[src/rtl/cbf_pkg.sv]
`timescale 1ns/1ps
package cbf_pkg;
  localparam int BYTE_W = 8;

  typedef struct packed {
    logic active;
    logic half;
    logic full;
    logic empty;
    logic avail;
  } grp_flags_t;

  function automatic int lane_bits(input int lanes);
    return (lanes > 1) ? $clog2(lanes) : 1;
  endfunction
endpackage

[src/rtl/cbf_word_fifo.sv]
`timescale 1ns/1ps
module cbf_word_fifo #(
  parameter int DW    = 32,
  parameter int DEPTH = 16,
  localparam int PTR_W = $clog2(DEPTH),
  localparam int CNT_W = $clog2(DEPTH + 1)
) (
  input  logic             clk,
  input  logic             rst,
  input  logic             push,
  input  logic [DW-1:0]    wdata,
  input  logic             pop,
  output logic [DW-1:0]    head,
  output logic [CNT_W-1:0] fill,
  output logic             full,
  output logic             empty
);
  localparam logic [CNT_W-1:0] FULL_V = CNT_W'(DEPTH);

  logic [DW-1:0]    store [DEPTH];
  logic [PTR_W-1:0] rd_pos;
  logic [PTR_W-1:0] wr_pos;
  logic             do_push;
  logic             do_pop;

  assign full    = (fill == FULL_V);
  assign empty   = (fill == '0);
  assign do_push = push && !full;
  assign do_pop  = pop && !empty;
  // DEPTH is a power of two, so truncation gives the modulo wrap
  assign wr_pos  = rd_pos + fill[PTR_W-1:0];
  assign head    = store[rd_pos];

  always_ff @(posedge clk) begin
    if (do_push) store[wr_pos] <= wdata;
  end

  always_ff @(posedge clk) begin
    if (rst) begin
      rd_pos <= '0;
      fill   <= '0;
    end else begin
      if (do_pop) rd_pos <= rd_pos + 1'b1;
      case ({do_push, do_pop})
        2'b10:   fill <= fill + 1'b1;
        2'b01:   fill <= fill - 1'b1;
        default: fill <= fill;
      endcase
    end
  end
endmodule

[src/rtl/cbf_rx_packer.sv]
`timescale 1ns/1ps
module cbf_rx_packer #(
  parameter int DW = 32,
  localparam int BPW = DW / cbf_pkg::BYTE_W,
  localparam int LW  = cbf_pkg::lane_bits(BPW)
) (
  input  logic          clk,
  input  logic          rst,
  input  logic          clear,
  input  logic          byte_ok,
  input  logic [7:0]    byte_in,
  input  logic          last,
  output logic          word_valid,
  output logic [DW-1:0] word_out
);
  logic [DW-1:0] acc_q;
  logic [LW-1:0] lane_q;

  assign word_valid = byte_ok && ((lane_q == LW'(BPW - 1)) || last);

  for (genvar i = 0; i < BPW; i++) begin : g_lane
    assign word_out[8*i +: 8] = (lane_q == LW'(i)) ? byte_in : acc_q[8*i +: 8];
  end

  always_ff @(posedge clk) begin
    if (rst || clear) begin
      acc_q  <= '0;
      lane_q <= '0;
    end else if (word_valid) begin
      acc_q  <= '0;
      lane_q <= '0;
    end else if (byte_ok) begin
      acc_q[8*lane_q +: 8] <= byte_in;
      lane_q               <= lane_q + 1'b1;
    end
  end
endmodule

[src/rtl/cbf_tx_unpacker.sv]
`timescale 1ns/1ps
module cbf_tx_unpacker #(
  parameter int DW = 32,
  localparam int BPW = DW / cbf_pkg::BYTE_W,
  localparam int KW  = $clog2(BPW + 1)
) (
  input  logic          clk,
  input  logic          rst,
  input  logic          clear,
  input  logic          load,
  input  logic [DW-1:0] load_word,
  input  logic          take,
  input  logic          last,
  output logic          have,
  output logic [7:0]    byte_out
);
  logic [DW-1:0] shift_q;
  logic [KW-1:0] left_q;

  assign have     = (left_q != '0);
  assign byte_out = shift_q[7:0];

  always_ff @(posedge clk) begin
    if (rst || clear) begin
      shift_q <= '0;
      left_q  <= '0;
    end else if (load) begin
      shift_q <= load_word;
      left_q  <= KW'(BPW);
    end else if (take) begin
      if (last) begin
        left_q <= '0;
      end else begin
        shift_q <= shift_q >> 8;
        left_q  <= left_q - 1'b1;
      end
    end
  end
endmodule

[src/rtl/cbf_flag_decode.sv]
`timescale 1ns/1ps
module cbf_flag_decode #(
  parameter int DEPTH = 16,
  localparam int CNT_W = $clog2(DEPTH + 1)
) (
  input  logic             [CNT_W-1:0] fill,
  input  logic                         dir_rx,
  input  logic                         enabled,
  output cbf_pkg::grp_flags_t          tx_grp,
  output cbf_pkg::grp_flags_t          rx_grp
);
  localparam logic [CNT_W-1:0] FULL_V = CNT_W'(DEPTH);
  localparam logic [CNT_W-1:0] HALF_V = CNT_W'(DEPTH / 2);

  cbf_pkg::grp_flags_t tx_raw;
  cbf_pkg::grp_flags_t rx_raw;

  always_comb begin
    tx_raw.active = enabled;
    tx_raw.half   = (fill <= HALF_V);
    tx_raw.full   = (fill == FULL_V);
    tx_raw.empty  = (fill == '0);
    tx_raw.avail  = (fill != '0);
    rx_raw        = tx_raw;
    rx_raw.half   = (fill >= HALF_V);
  end

  assign tx_grp = dir_rx ? '0 : tx_raw;
  assign rx_grp = dir_rx ? rx_raw : '0;
endmodule

[src/rtl/card_byte_fifo_engine.sv]
`timescale 1ns/1ps
module card_byte_fifo_engine #(
  parameter int DW    = 32,
  parameter int DEPTH = 16,
  parameter int LEN_W = 16,
  localparam int CNT_W = $clog2(DEPTH + 1)
) (
  input  logic             clk,
  input  logic             rst,
  input  logic             cfg_start,
  input  logic             cfg_dir_rx,
  input  logic [LEN_W-1:0] cfg_len,
  output logic             xfer_en,
  output logic [LEN_W-1:0] byte_cnt,
  output logic             xfer_done,
  output logic             block_done,
  input  logic             bus_push,
  input  logic [DW-1:0]    bus_wdata,
  input  logic             bus_pop,
  output logic [DW-1:0]    bus_rdata,
  output logic             bus_err,
  input  logic             card_rx_valid,
  input  logic [7:0]       card_rx_data,
  output logic             card_rx_ready,
  output logic             card_tx_valid,
  output logic [7:0]       card_tx_data,
  input  logic             card_tx_ready,
  output logic             tx_active,
  output logic             tx_half_empty,
  output logic             tx_full,
  output logic             tx_empty,
  output logic             tx_avail,
  output logic             rx_active,
  output logic             rx_half_full,
  output logic             rx_full,
  output logic             rx_empty,
  output logic             rx_avail
);
  logic             en_q, dir_q, done_q;
  logic [LEN_W-1:0] cnt_q, cnt_nxt;
  logic             eng_rx, eng_tx, cnt_nz, last_byte;
  logic             rx_take, tx_take, tx_load, moved;
  logic             bus_push_ok, bus_pop_ok;
  logic             fifo_push, fifo_pop, fifo_full, fifo_empty;
  logic [DW-1:0]    fifo_wdata, fifo_head;
  logic [CNT_W-1:0] fill_cnt;
  logic             pk_valid;
  logic [DW-1:0]    pk_word;
  logic             up_have;
  logic [7:0]       up_byte;
  logic             err_q;
  logic [DW-1:0]    rdata_q;
  cbf_pkg::grp_flags_t tx_grp, rx_grp;

  assign eng_rx    = en_q && dir_q;
  assign eng_tx    = en_q && !dir_q;
  assign cnt_nz    = (cnt_q != '0);
  assign last_byte = (cnt_q == LEN_W'(1));

  assign card_rx_ready = eng_rx && cnt_nz && !fifo_full;
  assign rx_take       = card_rx_ready && card_rx_valid;
  assign card_tx_valid = eng_tx && cnt_nz && up_have;
  assign card_tx_data  = up_byte;
  assign tx_take       = card_tx_valid && card_tx_ready;
  assign tx_load       = eng_tx && cnt_nz && !up_have && !fifo_empty;
  assign moved         = rx_take || tx_take;
  assign cnt_nxt       = moved ? cnt_q - 1'b1 : cnt_q;

  // the engine owns the FIFO write side while receiving, the read side while transmitting
  assign bus_push_ok = bus_push && !eng_rx && !fifo_full;
  assign bus_pop_ok  = bus_pop && !eng_tx && !fifo_empty;
  assign fifo_push   = eng_rx ? pk_valid : bus_push;
  assign fifo_wdata  = eng_rx ? pk_word  : bus_wdata;
  assign fifo_pop    = eng_tx ? tx_load  : bus_pop;

  cbf_word_fifo #(.DW(DW), .DEPTH(DEPTH)) u_fifo (
    .clk   (clk),
    .rst   (rst),
    .push  (fifo_push),
    .wdata (fifo_wdata),
    .pop   (fifo_pop),
    .head  (fifo_head),
    .fill  (fill_cnt),
    .full  (fifo_full),
    .empty (fifo_empty)
  );

  cbf_rx_packer #(.DW(DW)) u_pack (
    .clk        (clk),
    .rst        (rst),
    .clear      (cfg_start),
    .byte_ok    (rx_take),
    .byte_in    (card_rx_data),
    .last       (last_byte),
    .word_valid (pk_valid),
    .word_out   (pk_word)
  );

  cbf_tx_unpacker #(.DW(DW)) u_unpack (
    .clk       (clk),
    .rst       (rst),
    .clear     (cfg_start),
    .load      (tx_load),
    .load_word (fifo_head),
    .take      (tx_take),
    .last      (last_byte),
    .have      (up_have),
    .byte_out  (up_byte)
  );

  cbf_flag_decode #(.DEPTH(DEPTH)) u_flags (
    .fill    (fill_cnt),
    .dir_rx  (dir_q),
    .enabled (en_q),
    .tx_grp  (tx_grp),
    .rx_grp  (rx_grp)
  );

  always_ff @(posedge clk) begin
    if (rst) begin
      en_q   <= 1'b0;
      dir_q  <= 1'b0;
      cnt_q  <= '0;
      done_q <= 1'b0;
    end else if (cfg_start) begin
      en_q   <= 1'b1;
      dir_q  <= cfg_dir_rx;
      cnt_q  <= cfg_len;
      done_q <= 1'b0;
    end else begin
      cnt_q <= cnt_nxt;
      if (en_q && !cnt_nz && fifo_empty) en_q <= 1'b0;
      if (en_q && (cnt_nxt == '0)) done_q <= 1'b1;
    end
  end

  always_ff @(posedge clk) begin
    if (rst) begin
      err_q   <= 1'b0;
      rdata_q <= '0;
    end else begin
      err_q <= (bus_push && !bus_push_ok) || (bus_pop && !bus_pop_ok);
      if (bus_pop) rdata_q <= bus_pop_ok ? fifo_head : '0;
    end
  end

  assign xfer_en       = en_q;
  assign byte_cnt      = cnt_q;
  assign xfer_done     = done_q;
  assign block_done    = done_q;
  assign bus_err       = err_q;
  assign bus_rdata     = rdata_q;
  assign tx_active     = tx_grp.active;
  assign tx_half_empty = tx_grp.half;
  assign tx_full       = tx_grp.full;
  assign tx_empty      = tx_grp.empty;
  assign tx_avail      = tx_grp.avail;
  assign rx_active     = rx_grp.active;
  assign rx_half_full  = rx_grp.half;
  assign rx_full       = rx_grp.full;
  assign rx_empty      = rx_grp.empty;
  assign rx_avail      = rx_grp.avail;
endmodule

[config.mk]
export PLATFORM = sky130hd
export DESIGN_NAME = card_byte_fifo_engine
export DESIGN_NICKNAME = d
export VERILOG_FILES = /design/src/rtl/cbf_pkg.sv /design/src/rtl/cbf_word_fifo.sv /design/src/rtl/cbf_rx_packer.sv /design/src/rtl/cbf_tx_unpacker.sv /design/src/rtl/cbf_flag_decode.sv /design/src/rtl/card_byte_fifo_engine.sv
export SDC_FILE = /design/constraint.sdc
export NUM_CORES = 1
export LEC_CHECK = 0
export BUFFER_PORTS_ARGS = -buffer_cell sky130_fd_sc_hd__buf_2
export CORE_AREA = 5 5 248 250
export CTS_BUF_LIST = sky130_fd_sc_hd__clkbuf_4 sky130_fd_sc_hd__clkbuf_8
export DETAILED_ROUTE_END_ITERATION = 10
export DIE_AREA = 0 0 253 255
export PLACE_DENSITY = 0.58
export SLEW_MARGIN = 5
export SYNTH_ARGS = -nofsm -noshare
export SYNTH_HDL_FRONTEND = slang
export SYNTH_SLANG_ARGS = --single-unit
[constraint.sdc]
create_clock -name clk -period 13.4 [get_ports clk]
set_clock_uncertainty 0.1 [all_clocks]
set_input_delay 2.68 -clock clk [delete_from_list [all_inputs] [get_ports clk]]
set_output_delay 2.68 -clock clk [all_outputs]
set_load 0.02 [all_outputs]
---- Word level (Yosys, flattened, before mapping) ----
Memories as Yosys holds them, arrays and structs flattened. A register that Yosys moved wholly into a read port is not among the register bits.
Cells that the tools add are included.
storage, ports and cells
  bits in registers ....................... 130
  memory bits (writable) .................. 512
  input port bits ......................... 64
  memories kept ........................... 1
cells by class
  $add $sub $neg .......................... 8
  order comparisons ....................... 2
  equal/unequal tests ..................... 8
  shift-type cells ........................ 2
  mux-type cells .......................... 26
  reductions and logical operators ........ 48
memory list
  memory        depth  width  rd ports  clocked after memory_dff  write ports  line                 source
  u_fifo.store  16     32     1         1                         1            cbf_word_fifo.sv:20  logic [DW-1:0] store [DEPTH];
operators with widths
  operator                 count
  $mux 32                  5
  $neg 5->34               1
  $shift 8x34->32 const A  1
  $shiftx 8x34->32         1
  $bwmux 32                1
  $mux 16                  2
  $mux 8                   4
  $logic_and 1x1->1        22
  $eq 16x1->1 const B      1
  $logic_not 16->1         1
  $reduce_bool 16->1       1
  $sub 16x1->16 const B    1
  $mux 5                   2
  $pmux 5 s2               1
  $logic_not 1->1          9
  $mux 3                   3
  $mux 4                   2
  $eq 2x2->1 const B       3
  $mux 1                   6
  $reduce_bool 2->1        3
  $reduce_or 2->1          3
  $add 5x1->5 const B      1
  $eq 5x5->1 const B       1
  $ge 5x4->1 const B       1
  other kinds (14)         18

---- Longest topological paths before layout ----
  word-level depth ........................ 9
  mapped depth ............................ 18
  gate-level depth less buffers ........... 16

---- Modules after synthesis ----
Synthesis repeated with hierarchy kept, for this count alone.
second synthesis, totals
  cell total of the unflattened synthesis .. 1,597
  area, all modules ....................... 26,844.5 µm²
by module, submodules not included
  module                 instances  cells each  area an instance (µm²)
  cbf_word_fifo          1          823         20,080.5
  card_byte_fifo_engine  1          363         3,021.6
  cbf_rx_packer          1          198         1,901.8
  cbf_tx_unpacker        1          198         1,735.4
  cbf_flag_decode        1          15          105.1

---- Worst setup path before layout ----
No wires, ideal clock.
  path type ............................... input -> register
  from .................................... input card_rx_valid
  to ...................................... memory u_fifo.store[8][0], enable pin
  library setup time ...................... 0.461 ns
  arrival time ............................ 5.817 ns
  required time ........................... 12.839 ns
  path slack .............................. 7.022 ns
  stages .................................. 6
  path buffers ............................ 1
  cells stage by stage .................... and4_1 clkbuf_1 a32o_1 nor2b_1 nand2_1 nor3_1
on the way
  cells in the longest elaborated chain, start to end .. 6
ends and longest elaborated chain
  element                       line                         source
  start: declaration            card_byte_fifo_engine.sv:22  input logic card_rx_valid,
  $logic_and 1x1->1             card_byte_fifo_engine.sv:61  assign rx_take = card_rx_ready && card_rx_valid;
  $logic_and 1x1->1             cbf_rx_packer.sv:19          assign word_valid = byte_ok && ((lane_q == LW'(BPW - 1)) || last);
  $mux 1                        card_byte_fifo_engine.sv:72  assign fifo_push = eng_rx ? pk_valid : bus_push;
  $logic_and 1x1->1             cbf_word_fifo.sv:28          assign do_push = push && !full;
  $mux 1                        cbf_word_fifo.sv:35          if (do_push) store[wr_pos] <= wdata;
  $mux 1 (not written as such)  cbf_word_fifo.sv:35
  end: declaration              cbf_word_fifo.sv:20
Every way passes these cells.

---- Worst setup path after layout ----
  from .................................... register cnt_q[0] (netlist: byte_cnt[0])
  to ...................................... output card_tx_valid
on the way
  cells in the longest elaborated chain, start to end .. 3
ends and longest elaborated chain
  element                          line                          source
  start: declaration               card_byte_fifo_engine.sv:40   logic [LEN_W-1:0] cnt_q, cnt_nxt;
  start signal: assignment         card_byte_fifo_engine.sv:128  cnt_q <= cfg_len;
  start signal: assignment         card_byte_fifo_engine.sv:131  cnt_q <= cnt_nxt;
  $reduce_bool 16->1               card_byte_fifo_engine.sv:57   assign cnt_nz = (cnt_q != '0);
  $logic_and 1x1->1 (2 in series)  card_byte_fifo_engine.sv:62   assign card_tx_valid = eng_tx && cnt_nz && up_have;
  end: declaration                 card_byte_fifo_engine.sv:25   output logic card_tx_valid,
Every way passes these cells.

==> impl_metrics.yaml <==
timing:
  worst-slew-pin-transition_ns: 1.243
  grt_setup_unrepaired: "no"
  drv_slew: 0
  min_period_ns: 5.738
  layout_worst_path_cycle_share_pct: 42.82
  timing.fmax_ghz: 0.1743
  hold_viol_final: 0
  setup_total_negative_slack_ns: 0
  slew-limit-headroom_pct: 16.60
  finalSetupViolCount: 0
grt:
  first_pass_grt_wire_length_um: 97170
  remaining_global_route_overflow: 0
  grt_antenna_before_repair: 1
  largest_net_degree_at_the_start_of_global_routing: 67
  grt_util_all_layers_pct: 20.00
  grt_pass1_vias: 15463
logic_synthesis:
  synth_compound_area_share_pct: 4.470
  yosys.cell_count.top_type: "sky130_fd_sc_hd__edfxtp_1"
  synthesis.area_sq_um: 26150
  synthesis.instances: 1632
  synth_top_cell_area_share_pct: 58.80
  synthSimpleGateAreaFrac_pct: 7.427
  ys_warn_count: 0
  post_synth_fa_ha_maj_area_fraction_pct: 1.034
  postSynthNetCount: 1717
  netlist_top_cells_count: "sky130_fd_sc_hd__edfxtp_1, sky130_fd_sc_hd__nand2_1, sky130_fd_sc_hd__mux4_2, sky130_fd_sc_hd__dfxtp_1, sky130_fd_sc_hd__a21oi_1"
  synth_largest_area_cell: "sky130_fd_sc_hd__edfxtp_1"
  yosys-mux-area-fraction_pct: 15.20
  ys_async_sr_fraction_pct: 0
  postSynth.topFlopCell: "sky130_fd_sc_hd__edfxtp_1"
  synth_cell_types: 54
  post_synth_main_area_contributors: "sky130_fd_sc_hd__edfxtp_1, sky130_fd_sc_hd__mux4_2, sky130_fd_sc_hd__dfxtp_1, sky130_fd_sc_hd__nand2_1, sky130_fd_sc_hd__a21oi_1"
  synth_xor_area_share_pct: 0.8374
  mean_post_synth_cell_area_sq_um: 16.02
  ys_seq_elements: 646
  synth-seq-area-share_pct: 69.06
  synth_top_family_by_area: "multiplexers"
  post_synth_edffs: 512
floorplanning:
  die_h_um: 255
  core_region_area_sq_um: 58800
  die_width_um: 253
  start_util_pct: 44.47
  design.portCount: 136
  row_count: 89
  dieArea_sq_um: 64520
run_status:
  run_status: "finished, final reports clean"
worst_setup_path:
  critical_path.endpoint: "card_tx_valid"
  path_cells: "inv_1 -> ha_1 -> nor3b_1 -> nand4_1 -> and3_1 -> buf_2"
  cpLargestDelayFamily: "simple AND/OR/NAND/NOR gates"
  origin_of_the_worst_setup_path: "byte_cnt[0]$_SDFF_PP0_"
  critical_path_launch_point_type: "flip-flop"
  worst_path_largest_cell_delay_ns: 0.63
  critPathKind: "flip-flop to output pin"
  ff2ff_setup_slack_ns: 8.67
  reg2reg_depth: 16
  cp-end-kind: "output pin"
  critical_path_peak_fanout: 6
  worst_ep_arrival_time_ns: 2.96
  r2r_end: "u_fifo.fill[4]$_SDFFE_PP0P_"
  cpMaxStageDelayCell: "sky130_fd_sc_hd__nor3b_1"
  cp_data_required_time_ns: 10.62
  crit_buf_inv: 2
  r2r_start: "byte_cnt[0]$_SDFF_PP0_"
  path_depth: 6
cells_and_area:
  final_cell_count_no_fill: 2673
  drive_above_1_share_pct: 29.14
  flow.area_growth_from_synthesis_pct: 14.73
  design.final.nets: 1908
drt:
  detailroute.via_count: 15013
  top_routing_layer_in_use: "met4"
  wl_met2_um: 30960
  drt_pass1_iterations: 7
  detail_route.drc_violations: 0
  drt_iter0_markers: 1126
  detail-route-antenna-nets: 0
  route.final.wire_length_um: 64880
  drt-wirelength-per-cell_um: 24.27
  met3_length_um: 3903
  met1Wirelength_um: 28360
  drt-vias-per-instance: 5.617
clocking:
  cts_tree: "done"
  clk-insertion-delay-late_ns: 0.71
  clock-root-buffer: "sky130_fd_sc_hd__clkbuf_8"
  ctsHoldBuffers: 0
  max-clock-path-buffers: 3
  clkSlewWorstSetupHoldPaths_ns: 0.06
  clock_sinks: 646
  tritoncts.num_buffers: 103
  cts-htree-levels: 3
  cts_resized: 0
  post-cts-setup-buffers: 0
power_and_ir_drop:
  powerDensity_nw_per_um2: 178.4
  ir_worst_vdd_mv: 0.1001
  power_leakage_nw: 9.924
place:
  io_buffers: 135
  place.gp.congestion: 0.8424
  placedCellCount: 2491
  place_hpwl_um: 39760
worst_hold_path:
  timing.hold.worst_path_depth: 2
  holdCritStartpoint: "u_pack.acc_q[8]$_SDFFE_PP0P_"
  worstHoldPathType: "flip-flop to flip-flop"
job:
  max-cap-violations: 0
[worst register-to-register path: stages (launching register included)]
cell	delay, ns
sky130_fd_sc_hd__dfxtp_1	0.37
sky130_fd_sc_hd__inv_1	0.12
sky130_fd_sc_hd__ha_1	0.22
sky130_fd_sc_hd__nor3b_1	0.63
sky130_fd_sc_hd__nand4_1	0.47
sky130_fd_sc_hd__and4_1	0.59
sky130_fd_sc_hd__a32o_1	0.39
sky130_fd_sc_hd__inv_1	0.09
sky130_fd_sc_hd__ha_1	0.35
sky130_fd_sc_hd__xor2_1	0.19
sky130_fd_sc_hd__ha_1	0.20
sky130_fd_sc_hd__o21ai_0	0.08
sky130_fd_sc_hd__a21oi_1	0.17
sky130_fd_sc_hd__a21oi_1	0.09
sky130_fd_sc_hd__xor2_1	0.15
sky130_fd_sc_hd__or3_1	0.31
sky130_fd_sc_hd__a21oi_1	0.14
[report_power, final]
group	internal [mW]	switching (mW)
logic	0.465	0.697
clock network	0.919	0.778
registers	2.40	0.0935
total	3.78	1.57
[through the flow]
step                utilization (%)  hold slack, ns  power [mW]  area [sq um]  setup slack [ns]
floorplan                         -          0.3313       3.268         26150             7.022
global route                  51.02          0.3604       5.587         30000             7.605
detailed placement            47.50          0.3443       3.710         27930             7.462
CTS                           51.01          0.3507       5.414         29990             7.687
global placement              47.50          0.3372       3.695         27930             7.443
finish                        51.02          0.3488       5.351         30000             7.662
[registers in the layout (all words and copies together), names as in the netlist, named ones only]
register          flops
block_done            1
bus_err               1
bus_rdata            32
byte_cnt             16
dir_q                 1
u_fifo.fill           5
u_fifo.rd_pos         4
u_fifo.store        512
u_pack.acc_q         32
u_pack.lane_q         2
u_unpack.left_q       3
u_unpack.shift_q     32
xfer_en               1
[cell type report]
cell class | instances | area [sq um]
inverters | 13 | 48.80
multi-input cells | 861 | 7695
diodes | 2 | 5.005
clock inverters | 43 | 344.1
well taps | 773 | 967.2
clock buffers | 137 | 1723
flip-flops and latches | 646 | 18070
repair buffers | 198 | 1149
fillers | 4947 | 28800
[how the worst min path moves through the flow]
| stage | to | slack (ns) |
|---|---|---|
| 2_1_floorplan | u_pack.acc_q[0]$_SDFFE_PP0P_ | 0.33 |
| 3_3_place_gp | u_pack.acc_q[9]$_SDFFE_PP0P_ | 0.34 |
| 3_5_place_dp | u_pack.acc_q[21]$_SDFFE_PP0P_ | 0.34 |
| 4_1_cts | u_pack.acc_q[21]$_SDFFE_PP0P_ | 0.35 |
| 5_1_grt | u_pack.acc_q[21]$_SDFFE_PP0P_ | 0.36 |
| 6_report | u_pack.acc_q[8]$_SDFFE_PP0P_ | 0.35 |
[kinds of logic (layout without fill, tap and decap cells)]
family | Yosys count | in the layout
AOI/OAI and AO/OA | 203 | 203
xor gates and xnor gates | 25 | 25
adders and majority gates | 21 | 21
buffers and inverters | 125 | 391
DFF | 646 | 646
muxes | 197 | 197
other | 0 | 2
and+or+nand+nor | 415 | 415
[cells in the final DEF, fill, tap and decap left out, types with 7 or more instances in the layout]
| master | instances |
|---|---|
| sky130_fd_sc_hd__clkinv_1 | 20 |
| sky130_fd_sc_hd__nor2b_1 | 34 |
| sky130_fd_sc_hd__clkinv_2 | 12 |
| sky130_fd_sc_hd__mux2i_1 | 37 |
| sky130_fd_sc_hd__clkbuf_4 | 26 |
| sky130_fd_sc_hd__mux4_2 | 160 |
| sky130_fd_sc_hd__xnor2_1 | 12 |
| sky130_fd_sc_hd__clkbuf_8 | 111 |
| sky130_fd_sc_hd__xor2_1 | 13 |
| sky130_fd_sc_hd__nor3_1 | 12 |
| sky130_fd_sc_hd__a21oi_1 | 111 |
| sky130_fd_sc_hd__buf_2 | 135 |
| sky130_fd_sc_hd__ha_1 | 20 |
| sky130_fd_sc_hd__o21ai_0 | 44 |
| sky130_fd_sc_hd__a311oi_1 | 15 |
| sky130_fd_sc_hd__nand3_1 | 45 |
| sky130_fd_sc_hd__nor2_4 | 12 |
| sky130_fd_sc_hd__nor2_1 | 84 |
| sky130_fd_sc_hd__inv_1 | 12 |
| sky130_fd_sc_hd__nand4_1 | 7 |
| sky130_fd_sc_hd__buf_4 | 63 |
| sky130_fd_sc_hd__edfxtp_1 | 512 |
| sky130_fd_sc_hd__nor4_1 | 9 |
| sky130_fd_sc_hd__a22oi_1 | 11 |
| sky130_fd_sc_hd__dfxtp_1 | 130 |
| sky130_fd_sc_hd__nand2_1 | 160 |
[metal layers]
metal / global-route usage (%) / vias up
met5: 0 / -
met4: 6.047 / 0
met3: 4.420 / 119
met2: 31.99 / 467
met1: 27.94 / 7703
li1: - / 6724
Note: power is estimated with default switching activity, not from simulation.
